[src/rtl/pfxdec_pkg.sv]
package pfxdec_pkg;
   localparam int BYTE_W = 8;

   typedef enum logic [1:0] {
      VAR_PS = 2'b00,
      VAR_PD = 2'b01,
      VAR_SS = 2'b10,
      VAR_SD = 2'b11
   } simd_var_t;

   typedef enum logic [2:0] {
      SEG_NONE = 3'd0,
      SEG_ES   = 3'd1,
      SEG_CS   = 3'd2,
      SEG_SS   = 3'd3,
      SEG_DS   = 3'd4,
      SEG_FS   = 3'd5,
      SEG_GS   = 3'd6
   } seg_t;

   typedef struct packed {
      logic pfx;
      logic osz;
      logic asz;
      logic rep_f2;
      logic rep_f3;
      seg_t seg;
   } byte_class_t;

   function automatic byte_class_t classify(input logic [BYTE_W-1:0] b);
      byte_class_t c;
      c = '0;
      unique case (b)
         8'h66: begin c.pfx = 1'b1; c.osz = 1'b1; end
         8'h67: begin c.pfx = 1'b1; c.asz = 1'b1; end
         8'hF2: begin c.pfx = 1'b1; c.rep_f2 = 1'b1; end
         8'hF3: begin c.pfx = 1'b1; c.rep_f3 = 1'b1; end
         8'h26: begin c.pfx = 1'b1; c.seg = SEG_ES; end
         8'h2E: begin c.pfx = 1'b1; c.seg = SEG_CS; end
         8'h36: begin c.pfx = 1'b1; c.seg = SEG_SS; end
         8'h3E: begin c.pfx = 1'b1; c.seg = SEG_DS; end
         8'h64: begin c.pfx = 1'b1; c.seg = SEG_FS; end
         8'h65: begin c.pfx = 1'b1; c.seg = SEG_GS; end
         default: ;
      endcase
      return c;
   endfunction
endpackage

[src/rtl/pfxdec_classify.sv]
module pfxdec_classify
   import pfxdec_pkg::*;
(
   input  logic [BYTE_W-1:0] byte_i,
   output byte_class_t       cls_o
);
   always_comb cls_o = classify(byte_i);
endmodule

[src/rtl/pfxdec_accum.sv]
module pfxdec_accum
   import pfxdec_pkg::*;
#(
   parameter int MAX_LEN       = 15,
   parameter bit REP_LAST_WINS = 1'b1,
   parameter int CNT_W         = $clog2(MAX_LEN + 1)
) (
   input  logic             clk,
   input  logic             rst_n,
   input  logic             clr,
   input  logic             upd,
   input  byte_class_t      cls,
   output logic             rep_seen,
   output logic             rep_f2,
   output logic             osz,
   output logic             asz,
   output seg_t             seg,
   output logic [CNT_W-1:0] cnt,
   output logic             at_edge
);
   localparam logic [CNT_W-1:0] CNT_MAX  = CNT_W'(MAX_LEN);
   localparam logic [CNT_W-1:0] CNT_LAST = CNT_W'(MAX_LEN - 1);

   logic is_rep;
   logic rep_steer;

   assign is_rep  = cls.rep_f2 | cls.rep_f3;
   assign at_edge = (cnt == CNT_LAST);

   generate
      if (REP_LAST_WINS) begin : g_rep_last
         assign rep_steer = is_rep;
      end else begin : g_rep_first
         assign rep_steer = is_rep & ~rep_seen;
      end
   endgenerate

   always_ff @(posedge clk or negedge rst_n) begin
      if (!rst_n) begin
         rep_seen <= 1'b0;
         rep_f2   <= 1'b0;
         osz      <= 1'b0;
         asz      <= 1'b0;
         seg      <= SEG_NONE;
         cnt      <= '0;
      end else if (clr) begin
         rep_seen <= 1'b0;
         rep_f2   <= 1'b0;
         osz      <= 1'b0;
         asz      <= 1'b0;
         seg      <= SEG_NONE;
         cnt      <= '0;
      end else if (upd) begin
         if (is_rep)            rep_seen <= 1'b1;
         if (rep_steer)         rep_f2   <= cls.rep_f2;
         if (cls.osz)           osz      <= 1'b1;
         if (cls.asz)           asz      <= 1'b1;
         if (cls.seg != SEG_NONE) seg    <= cls.seg;
         if (cnt != CNT_MAX)    cnt      <= cnt + 1'b1;
      end
   end
endmodule

[src/rtl/pfx_resolver.sv]
module pfx_resolver
   import pfxdec_pkg::*;
#(
   parameter int          MAX_LEN       = 15,
   parameter bit          REP_LAST_WINS = 1'b1,
   parameter logic [7:0]  ESC_BYTE      = 8'h0F,
   parameter logic [7:0]  CMP_BYTE      = 8'hC2,
   parameter int          CNT_W         = $clog2(MAX_LEN + 1)
) (
   input  logic             clk,
   input  logic             rst_n,
   input  logic             flush,
   input  logic             in_valid,
   input  logic [7:0]       in_byte,
   output logic             in_ready,
   output logic             hdr_valid,
   output logic [1:0]       hdr_variant,
   output logic             hdr_cmp,
   output logic             hdr_other,
   output logic [2:0]       hdr_seg,
   output logic             hdr_asz,
   output logic             hdr_osz,
   output logic [CNT_W-1:0] hdr_cnt,
   output logic             out_valid,
   output logic [7:0]       out_byte,
   output logic             out_pos,
   output logic             too_long
);
   if (MAX_LEN < 2) begin : g_bad_len
      $error("pfx_resolver: MAX_LEN must be at least 2");
   end
   if ((1 << CNT_W) <= MAX_LEN) begin : g_bad_cnt
      $error("pfx_resolver: CNT_W too narrow for MAX_LEN");
   end

   typedef enum logic [2:0] {ST_PFX, ST_ESC, ST_MODRM, ST_IMM, ST_ERR} st_t;

   st_t              state, nxt;
   byte_class_t      cls;
   logic             take, upd, clr, ld_hdr, ld_cmp, emit;
   logic             a_rep, a_f2, a_osz, a_asz, a_edge;
   seg_t             a_seg;
   logic [CNT_W-1:0] a_cnt;
   simd_var_t        var_now;

   pfxdec_classify i_cls (.byte_i(in_byte), .cls_o(cls));

   pfxdec_accum #(.MAX_LEN(MAX_LEN), .REP_LAST_WINS(REP_LAST_WINS), .CNT_W(CNT_W)) i_acc (
      .clk(clk), .rst_n(rst_n), .clr(clr), .upd(upd), .cls(cls),
      .rep_seen(a_rep), .rep_f2(a_f2), .osz(a_osz), .asz(a_asz),
      .seg(a_seg), .cnt(a_cnt), .at_edge(a_edge)
   );

   assign in_ready = (state != ST_ERR);
   assign too_long = (state == ST_ERR);
   assign take     = in_valid & in_ready & ~flush;
   assign var_now  = a_rep ? (a_f2 ? VAR_SD : VAR_SS) : (a_osz ? VAR_PD : VAR_PS);

   always_comb begin
      nxt    = state;
      upd    = 1'b0;
      clr    = flush;
      ld_hdr = 1'b0;
      ld_cmp = 1'b0;
      emit   = 1'b0;
      if (take) begin
         unique case (state)
            ST_PFX: begin
               if (cls.pfx) begin
                  upd = 1'b1;
                  if (a_edge) nxt = ST_ERR;
               end else if (in_byte == ESC_BYTE) begin
                  nxt = ST_ESC;
               end else begin
                  ld_hdr = 1'b1;
                  clr    = 1'b1;
               end
            end
            ST_ESC: begin
               ld_hdr = 1'b1;
               if (in_byte == CMP_BYTE) begin
                  ld_cmp = 1'b1;
                  nxt    = ST_MODRM;
               end else begin
                  clr = 1'b1;
                  nxt = ST_PFX;
               end
            end
            ST_MODRM: begin
               emit = 1'b1;
               nxt  = ST_IMM;
            end
            ST_IMM: begin
               emit = 1'b1;
               clr  = 1'b1;
               nxt  = ST_PFX;
            end
            default: ;
         endcase
      end
      if (flush) nxt = ST_PFX;
   end

   always_ff @(posedge clk or negedge rst_n) begin
      if (!rst_n) begin
         state       <= ST_PFX;
         hdr_valid   <= 1'b0;
         hdr_variant <= VAR_PS;
         hdr_cmp     <= 1'b0;
         hdr_other   <= 1'b0;
         hdr_seg     <= SEG_NONE;
         hdr_asz     <= 1'b0;
         hdr_osz     <= 1'b0;
         hdr_cnt     <= '0;
         out_valid   <= 1'b0;
         out_byte    <= '0;
         out_pos     <= 1'b0;
      end else begin
         state     <= nxt;
         hdr_valid <= ld_hdr;
         out_valid <= emit;
         if (ld_hdr) begin
            hdr_variant <= var_now;
            hdr_cmp     <= ld_cmp;
            hdr_other   <= ~ld_cmp;
            hdr_seg     <= a_seg;
            hdr_asz     <= a_asz;
            hdr_osz     <= a_osz;
            hdr_cnt     <= a_cnt;
         end
         if (emit) begin
            out_byte <= in_byte;
            out_pos  <= (state == ST_IMM);
         end
      end
   end
endmodule

[config.mk]
export PLATFORM = sky130hd
export DESIGN_NAME = pfx_resolver
export DESIGN_NICKNAME = d
export VERILOG_FILES = /design/src/rtl/pfxdec_pkg.sv /design/src/rtl/pfxdec_classify.sv /design/src/rtl/pfxdec_accum.sv /design/src/rtl/pfx_resolver.sv
export SDC_FILE = /design/constraint.sdc
export NUM_CORES = 1
export LEC_CHECK = 0
export BUFFER_PORTS_ARGS = -buffer_cell sky130_fd_sc_hd__buf_2
export CORE_ASPECT_RATIO = 1.5
export CORE_MARGIN = 2
export CORE_UTILIZATION = 60
export CTS_BUF_LIST = sky130_fd_sc_hd__clkbuf_4
export CTS_CLUSTER_DIAMETER = 60
export DETAILED_ROUTE_END_ITERATION = 16
export PLACE_DENSITY = 0.93
export SLEW_MARGIN = 0
export SYNTH_ARGS = -nofsm -noshare
export SYNTH_HDL_FRONTEND = slang
export SYNTH_SLANG_ARGS = --single-unit
[constraint.sdc]
create_clock -name clk -period 3.51 [get_ports clk]
set_clock_uncertainty 0.15 [all_clocks]
set_input_delay 0.1755 -clock clk [delete_from_list [all_inputs] [get_ports clk]]
set_output_delay 0.1755 -clock clk [all_outputs]
set_load 0.02 [all_outputs]
==> impl_metrics.py, run 1 <==
metrics = {
    "clock_network": {
        "cts.sinks": 38,
        "worst_skew_pair.late_latency_ns": 0.36,
        "cts.repair.resized": 0,
        "cts_buffers": 5,
        "clkSlewWorstSetupHoldPaths_ns": 0.13,
        "h-tree-depth": 2,
        "cts_root_buf": "clkbuf_4",
        "cts_tree": "yes",
        "holdBufCountCts": 4,
        "postCtsSetupRepairBufs": 0,
        "clk_path_buf_depth": 2,
    },
    "synthesis": {
        "synth_xor_area_share_pct": 0.4704,
        "synth_edf_count": 0,
        "ys_seq_elements": 38,
        "avgSynthCellArea_um2": 11.35,
        "synth-compound-area-share_pct": 10.89,
        "synth_top_area_share_pct": 51.08,
        "syn_nets": 178,
        "ys_seq_area_share_pct": 51.08,
        "synth_adder_area_share_pct": 1.344,
        "postSynthCellCount": 164,
        "synthMostInstantiatedCell": "dfrtp_1",
        "synth_top_area_cell": "dfrtp_1",
        "synth_top_family_by_area": "simple AND/OR/NAND/NOR gates",
        "synthArstFlopShare_pct": 100.0,
        "yosysUniqueCellTypes": 48,
        "netlist_top_cells_area": "dfrtp_1 (51%), mux2_2 (13%), nor2_1 (2.6%)",
        "synth_ff_type": "dfrtp_1",
        "synth_mux_area_share_pct": 14.31,
        "synth-simple-area-share_pct": 18.62,
        "ys_warn_count": 0,
        "syn_area_um2": 1862,
        "synth_commonest_cells": "dfrtp_1 (38), mux2_2 (21), nor2_1 (13)",
    },
    "cells_and_area": {
        "antenna_cells": 0,
        "syn_to_final_growth_pct": 15.93,
        "n_fill_cell": 220,
        "layout-drive-gt1-share_pct": 35.92,
        "final_cell_area_um2": 2158,
        "fin_cells": 245,
        "fin_nets": 219,
    },
    "sta": {
        "drv_slew": 0,
        "hold_violations": 0,
        "finalSetupViolations": 0,
        "tightest_slew_ns": 0.8295,
        "rsz0062_at_grt": "no",
        "tns_ns": 0,
        "relSlewSlack_pct": 44.70,
        "period_share_pct": 71.10,
        "period_needed_ns": 2.496,
        "max_freq_mhz": 400.7,
    },
    "power_and_ir_drop": {
        "ir_worst_vdd_mv": 0.3213,
        "p_sw_share_pct": 26.66,
        "p_seq_share_pct": 60.3,
        "p_leak_nw": 1.083,
        "p_sw_w": 0.0001950,
        "p_comb_share_pct": 8.9,
        "p_int_w": 0.0005366,
        "pwr_density_cell_nw_per_um2": 339.0,
        "clkPwrFrac_pct": 30.8,
    },
    "floorplan": {
        "rows": 24,
        "io_pins": 38,
        "die_area_um2": 3574,
        "start_util_pct": 63.27,
        "dieWidth_um": 49.48,
        "die_y_um": 72.23,
        "core_um2": 2943,
    },
    "grt": {
        "grt_max_degree": 39,
        "grt_pass1_wl_um": 6872,
        "grt_usage_pct": 25.29,
        "grt_overflow_total": 0,
        "grt_pass1_vias": 1514,
        "antenna_found_initial": 0,
    },
    "placement": {
        "port_buffers": 37,
        "placedInstanceArea_um2": 2064,
        "dp_cells": 233,
        "gp_congestion": 0.8875,
        "hpwlAfterDp_um": 2924,
    },
    "drt": {
        "totalWireLength_um": 4133,
        "ant_nets": 0,
        "firstDrtPassIters": 4,
        "remaining_drc_errors": 0,
        "drt_iter0_drc": 46,
        "vias": 1447,
        "wire_per_inst_um": 16.87,
        "routed_via_density": 5.906,
    },
    "worst_setup_path": {
        "startpoint_type": "register",
        "crit_slowest_cell": "a21oi_2",
        "critical_path_class": "reg -> reg",
        "cp.arrival_ns": 2.58,
        "cp-end-kind": "register",
        "crit_chain": "nor3_2 > o41a_1 > nand3_1 > a21oi_2 > mux2_2",
        "required_ns": 3.60,
        "path_max_fanout": 14,
        "slowest_delay_ns": 0.67,
    },
    "run": {
        "maxCapViolations": 0,
    },
    "run_status": {
        "status": "complete, no violations",
    },
    "worst_hold_path": {
        "min_path_type": "in -> reg",
    },
}
## sequential cells by signal (all words and copies together), names as in the netlist
signal	flops
hdr_asz	1
hdr_cmp	1
hdr_cnt	4
hdr_osz	1
hdr_other	1
hdr_seg	3
hdr_valid	1
hdr_variant	2
i_acc.asz	1
i_acc.cnt	4
i_acc.osz	1
i_acc.rep_f2	1
i_acc.rep_seen	1
i_acc.seg	3
out_byte	8
out_pos	1
out_valid	1
state	3
## critical path, delay by kind of cell (launching register included)
kind | cells | cell delay (ns)
compound gates | 2 | 0.90
flops | 1 | 0.49
simple gates | 2 | 0.43
mux | 1 | 0.42
## logic make-up after synthesis
| family | after synthesis |
|---|---|
| mux | 24 |
| fa+ha+maj | 2 |
| buf+inv | 14 |
| flops | 38 |
| simple gates | 55 |
| compound gates | 30 |
| xor+xnor | 1 |
## power by group through the flow
stage / Sequential [W] / Combinational, W / Clock (W)
final: 0.000441 / 0.0000655 / 0.000225
after global routing: 0.000441 / 0.0000716 / 0.000243
after CTS: 0.000441 / 0.0000651 / 0.000226
after detailed placement: 0.000449 / 0.0000615 / 0
after global placement: 0.000449 / 0.0000584 / 0
after floorplan: 0.000450 / 0.0000366 / 0
## cell type report
class / instances / area [um^2] / area share (%)
Clock buffer: 5 / 37.54 / 1.739
Clock inverter: 3 / 16.27 / 0.7536
Inverter: 6 / 22.52 / 1.043
Multi-Input combinational cell: 112 / 849.6 / 39.36
Sequential cell: 38 / 950.9 / 44.06
Tap cell: 39 / 48.80 / 2.261
Timing Repair Buffer: 42 / 232.7 / 10.78
## placed cells by master (no fill, tap or decap), types with 2 or more instances in the layout
master / instances
dfrtp_1: 38
buf_2: 37
mux2_2: 21
nor2_1: 13
nand2_1: 9
a21oi_1: 9
inv_1: 6
nand3_1: 5
o21ai_0: 5
clkbuf_4: 5
dlygate4sd3_1: 4
nand2b_1: 3
nor2b_1: 3
mux2i_1: 3
nor3b_1: 2
nand4b_1: 2
nand3b_1: 2
nor3_1: 2
a32oi_1: 2
nor4_1: 2
and3_1: 2
ha_1: 2
## final timing paths
| path | end | slack, ns | cells after the start | startpoint |
|---|---|---|---|---|
| min in group asynchronous | out_byte[6]$_DFFE_PN0P_ | 0.29 | 2 | rst_n |
| min | out_byte[6]$_DFFE_PN0P_ | 0.01 | 2 | in_byte[6] |
| min reg2reg | hdr_cnt[2]$_DFFE_PN0P_ | 0.37 | 1 | hdr_cnt[2]$_DFFE_PN0P_ |
| max | hdr_asz$_DFFE_PN0P_ | 1.01 | 5 | state[0]$_DFFE_PN0P_ |
| max reg2reg | hdr_asz$_DFFE_PN0P_ | 1.01 | 5 | state[0]$_DFFE_PN0P_ |
| max in group asynchronous | i_acc.cnt[2]$_DFFE_PN0P_ | 2.39 | 2 | rst_n |
## metal layers
layer / GRT usage, % / wire length [um] / up-vias
li1: - / - / 671
met1: 28.07 / 1629 / 706
met5: 0 / 0 / -
met3: 5.144 / 201 / 12
met4: 13.89 / 119 / 0
met2: 45.05 / 2182 / 58
## per-stage QoR
stage / total power, W / setup slack [ns] / utilization, % / hold WS (ns)
after floorplan: 0.0004862 / 1.386 / - / -0.2701
after global placement: 0.0005073 / 1.229 / 70.15 / 0.1410
after detailed placement: 0.0005107 / 1.037 / 70.15 / 0.1660
after CTS: 0.0007319 / 1.012 / 73.34 / 0.004580
after global routing: 0.0007554 / 0.8677 / 73.34 / 0.006216
final: 0.0007316 / 1.014 / 73.34 / 0.01352
Note: power is estimated with default switching activity, not from simulation.
==> run 2: changes to the inputs <==
--- a/config.mk
+++ b/config.mk
@@ -8,11 +8,11 @@
 export BUFFER_PORTS_ARGS = -buffer_cell sky130_fd_sc_hd__buf_2
 export CORE_ASPECT_RATIO = 1.5
 export CORE_MARGIN = 2
-export CORE_UTILIZATION = 60
+export CORE_UTILIZATION = 51
 export CTS_BUF_LIST = sky130_fd_sc_hd__clkbuf_4
 export CTS_CLUSTER_DIAMETER = 60
 export DETAILED_ROUTE_END_ITERATION = 16
-export PLACE_DENSITY = 0.93
+export PLACE_DENSITY = 0.85
 export SLEW_MARGIN = 0
 export SYNTH_ARGS = -nofsm -noshare
 export SYNTH_HDL_FRONTEND = slang
==> constraint.sdc (replaced) <==
create_clock -name clk -period 2.1 [get_ports clk]
set_clock_uncertainty 0.15 [all_clocks]
set_input_delay 0.105 -clock clk [delete_from_list [all_inputs] [get_ports clk]]
set_output_delay 0.105 -clock clk [all_outputs]
set_load 0.02 [all_outputs]
==> run 2 against run 1 <==
Via count rose by 1.2%. Hold slack improved by 0.016 ns. Die area rose by 16%. First-iteration DRC count fell by 67%. Largest power group unchanged. Highest routed layer unchanged. Routed wire length fell by 2.3%. Register-to-register slack got worse by 0.88 ns.
==> impl_metrics.py, run 2 (same netlist as run 1, synthesis figures left out) <==
metrics = {
    "clock_network": {
        "cts_root_buf": "clkbuf_4",
        "h-tree-depth": 2,
        "cts_tree": "yes",
        "cts_buffers": 5,
        "worst_skew_pair.late_latency_ns": 0.35,
        "clk_path_buf_depth": 2,
        "clkSlewWorstSetupHoldPaths_ns": 0.11,
        "cts.sinks": 38,
    },
    "grt": {
        "grt_pass1_wl_um": 6741,
        "grt_usage_pct": 22.02,
        "grt_max_degree": 39,
        "grt_pass1_vias": 1518,
        "antenna_found_initial": 0,
        "grt_overflow_total": 0,
    },
    "placement": {
        "dp_cells": 243,
        "port_buffers": 37,
        "hpwlAfterDp_um": 2702,
        "gp_congestion": 0.8495,
    },
    "drt": {
        "vias": 1464,
        "totalWireLength_um": 4036,
        "firstDrtPassIters": 4,
        "top_layer_used": "met4",
        "drt-met1-wl_um": 1590,
        "wl_met2_um": 2173,
        "wire_per_inst_um": 15.40,
        "routed_via_density": 5.588,
        "met3WireLength_um": 182,
        "drt_iter0_drc": 15,
        "ant_nets": 0,
        "remaining_drc_errors": 0,
    },
    "sta": {
        "period_needed_ns": 2.035,
        "max_freq_mhz": 491.4,
        "hold_violations": 0,
        "fin_hold_ws_ns": 0.02987,
        "tns_ns": 0,
        "drv_slew": 0,
        "rsz0062_at_grt": "no",
        "tightest_slew_ns": 0.8196,
        "relSlewSlack_pct": 45.36,
        "finalSetupViolations": 0,
        "period_share_pct": 96.91,
    },
    "worst_setup_path": {
        "crit_slowest_cell": "dlygate4sd3_1",
        "slowest_delay_ns": 0.52,
        "cp.arrival_ns": 2.17,
        "path_max_fanout": 7,
        "crit_chain": "dlygate4sd3_1 > buf_2 > and4bb_4 > nand4_4 > a211o_1 > or4b_1 > a21oi_1",
        "cp-end-kind": "register",
        "critical_path_class": "in -> reg",
        "startpoint_type": "input pin",
        "required_ns": 2.23,
    },
    "cells_and_area": {
        "largest_register": "out_byte",
        "layout_commonest_cell": "dfrtp_1",
        "antenna_cells": 0,
        "largest_reg_flops": 8,
        "final_cell_mix": "dfrtp_1 (37), buf_2 (35), mux2_2 (21)",
        "largest_registers": "out_byte (8), hdr_cnt (4), i_acc.cnt (4)",
        "fin_nets": 234,
        "layout-drive-gt1-share_pct": 40.00,
        "post-route-util_pct": 67.92,
        "fin_cells": 262,
        "syn_to_final_growth_pct": 25.81,
    },
    "run_status": {
        "status": "complete, no violations",
    },
    "floorplan": {
        "dieWidth_um": 53.33,
        "io_pins": 38,
        "rows": 26,
        "die_area_um2": 4160,
        "start_util_pct": 53.99,
        "core_um2": 3448,
        "die_y_um": 78,
    },
    "power_and_ir_drop": {
        "p_leak_nw": 1.172,
        "ir_worst_vdd_mv": 0.3903,
        "pwr_density_cell_nw_per_um2": 573.2,
    },
    "worst_hold_path": {
        "min_path_type": "in -> reg",
    },
    "run": {
        "maxCapViolations": 0,
    },
}
[run 2: per-stage QoR]
step	area, um^2	setup WS (ns)	total power, W
floorplan	1864	0.01721	0.0008134
global placement	2133	0.1417	0.0008654
detailed placement	2133	0.07874	0.0008669
CTS	2285	0.01295	0.001346
global route	2342	0.007662	0.001400
finish	2342	0.06490	0.001343
[run 2: final timing paths]
kind	startpoint	endpoint	slack [ns]	depth (start not counted)
hold reg to reg	i_acc.asz$_DFFE_PN0P_	i_acc.asz$_DFFE_PN0P_	0.35	2
setup / recovery	in_byte[7]	i_acc.seg[0]$_DFFE_PN0P_	0.06	7
setup reg to reg	state[1]$_DFFE_PN0P_	i_acc.seg[0]$_DFFE_PN0P_	0.13	5
min in group asynchronous	rst_n	state[2]$_DFFE_PN0P_	0.22	2
hold / removal	in_byte[4]	out_byte[4]$_DFFE_PN0P_	0.03	2
max in group asynchronous	rst_n	state[2]$_DFFE_PN0P_	1.02	2
[run 2: power by group]
part / leakage, nW / switching, W / internal (W)
Clock: 0.0387 / 0.000236 / 0.000241
Sequential: 0.523 / 0.00000139 / 0.000734
Combinational: 0.611 / 0.0000768 / 0.0000544
Total: 1.17 / 0.000314 / 0.00103
[run 2: final cells by class]
cell class	instances	area, um^2
Timing Repair Buffer	57	376.6
Sequential cell	38	952.2
Multi-Input combinational cell	112	867.1
Tap cell	42	52.55
Clock buffer	5	37.54
Fill cell	282	1106
Inverter	6	22.52
Clock inverter	2	33.78
[run 2: timing repair]
item | 4_1_cts | 5_1_grt
hold endpoints to repair | 46 | 0
gates resized for setup | 0 | 8
hold buffers | 8 | 0
buffers inserted | 0 | 5
setup endpoints to repair | 0 | 5
[run 2: worst max-delay path, delay by kind of cell]
family,cells,cell delay [ns]
buf+inv,2,0.66
simple gates,3,0.89
compound gates,2,0.51
[run 2: per-layer routing]
layer  track usage [%]  vias to the layer above
li1                  -                      705
met1             25.00                      708
met2             38.64                       41
met3             4.808                       10
met4             8.205                        0
met5                 0                        -
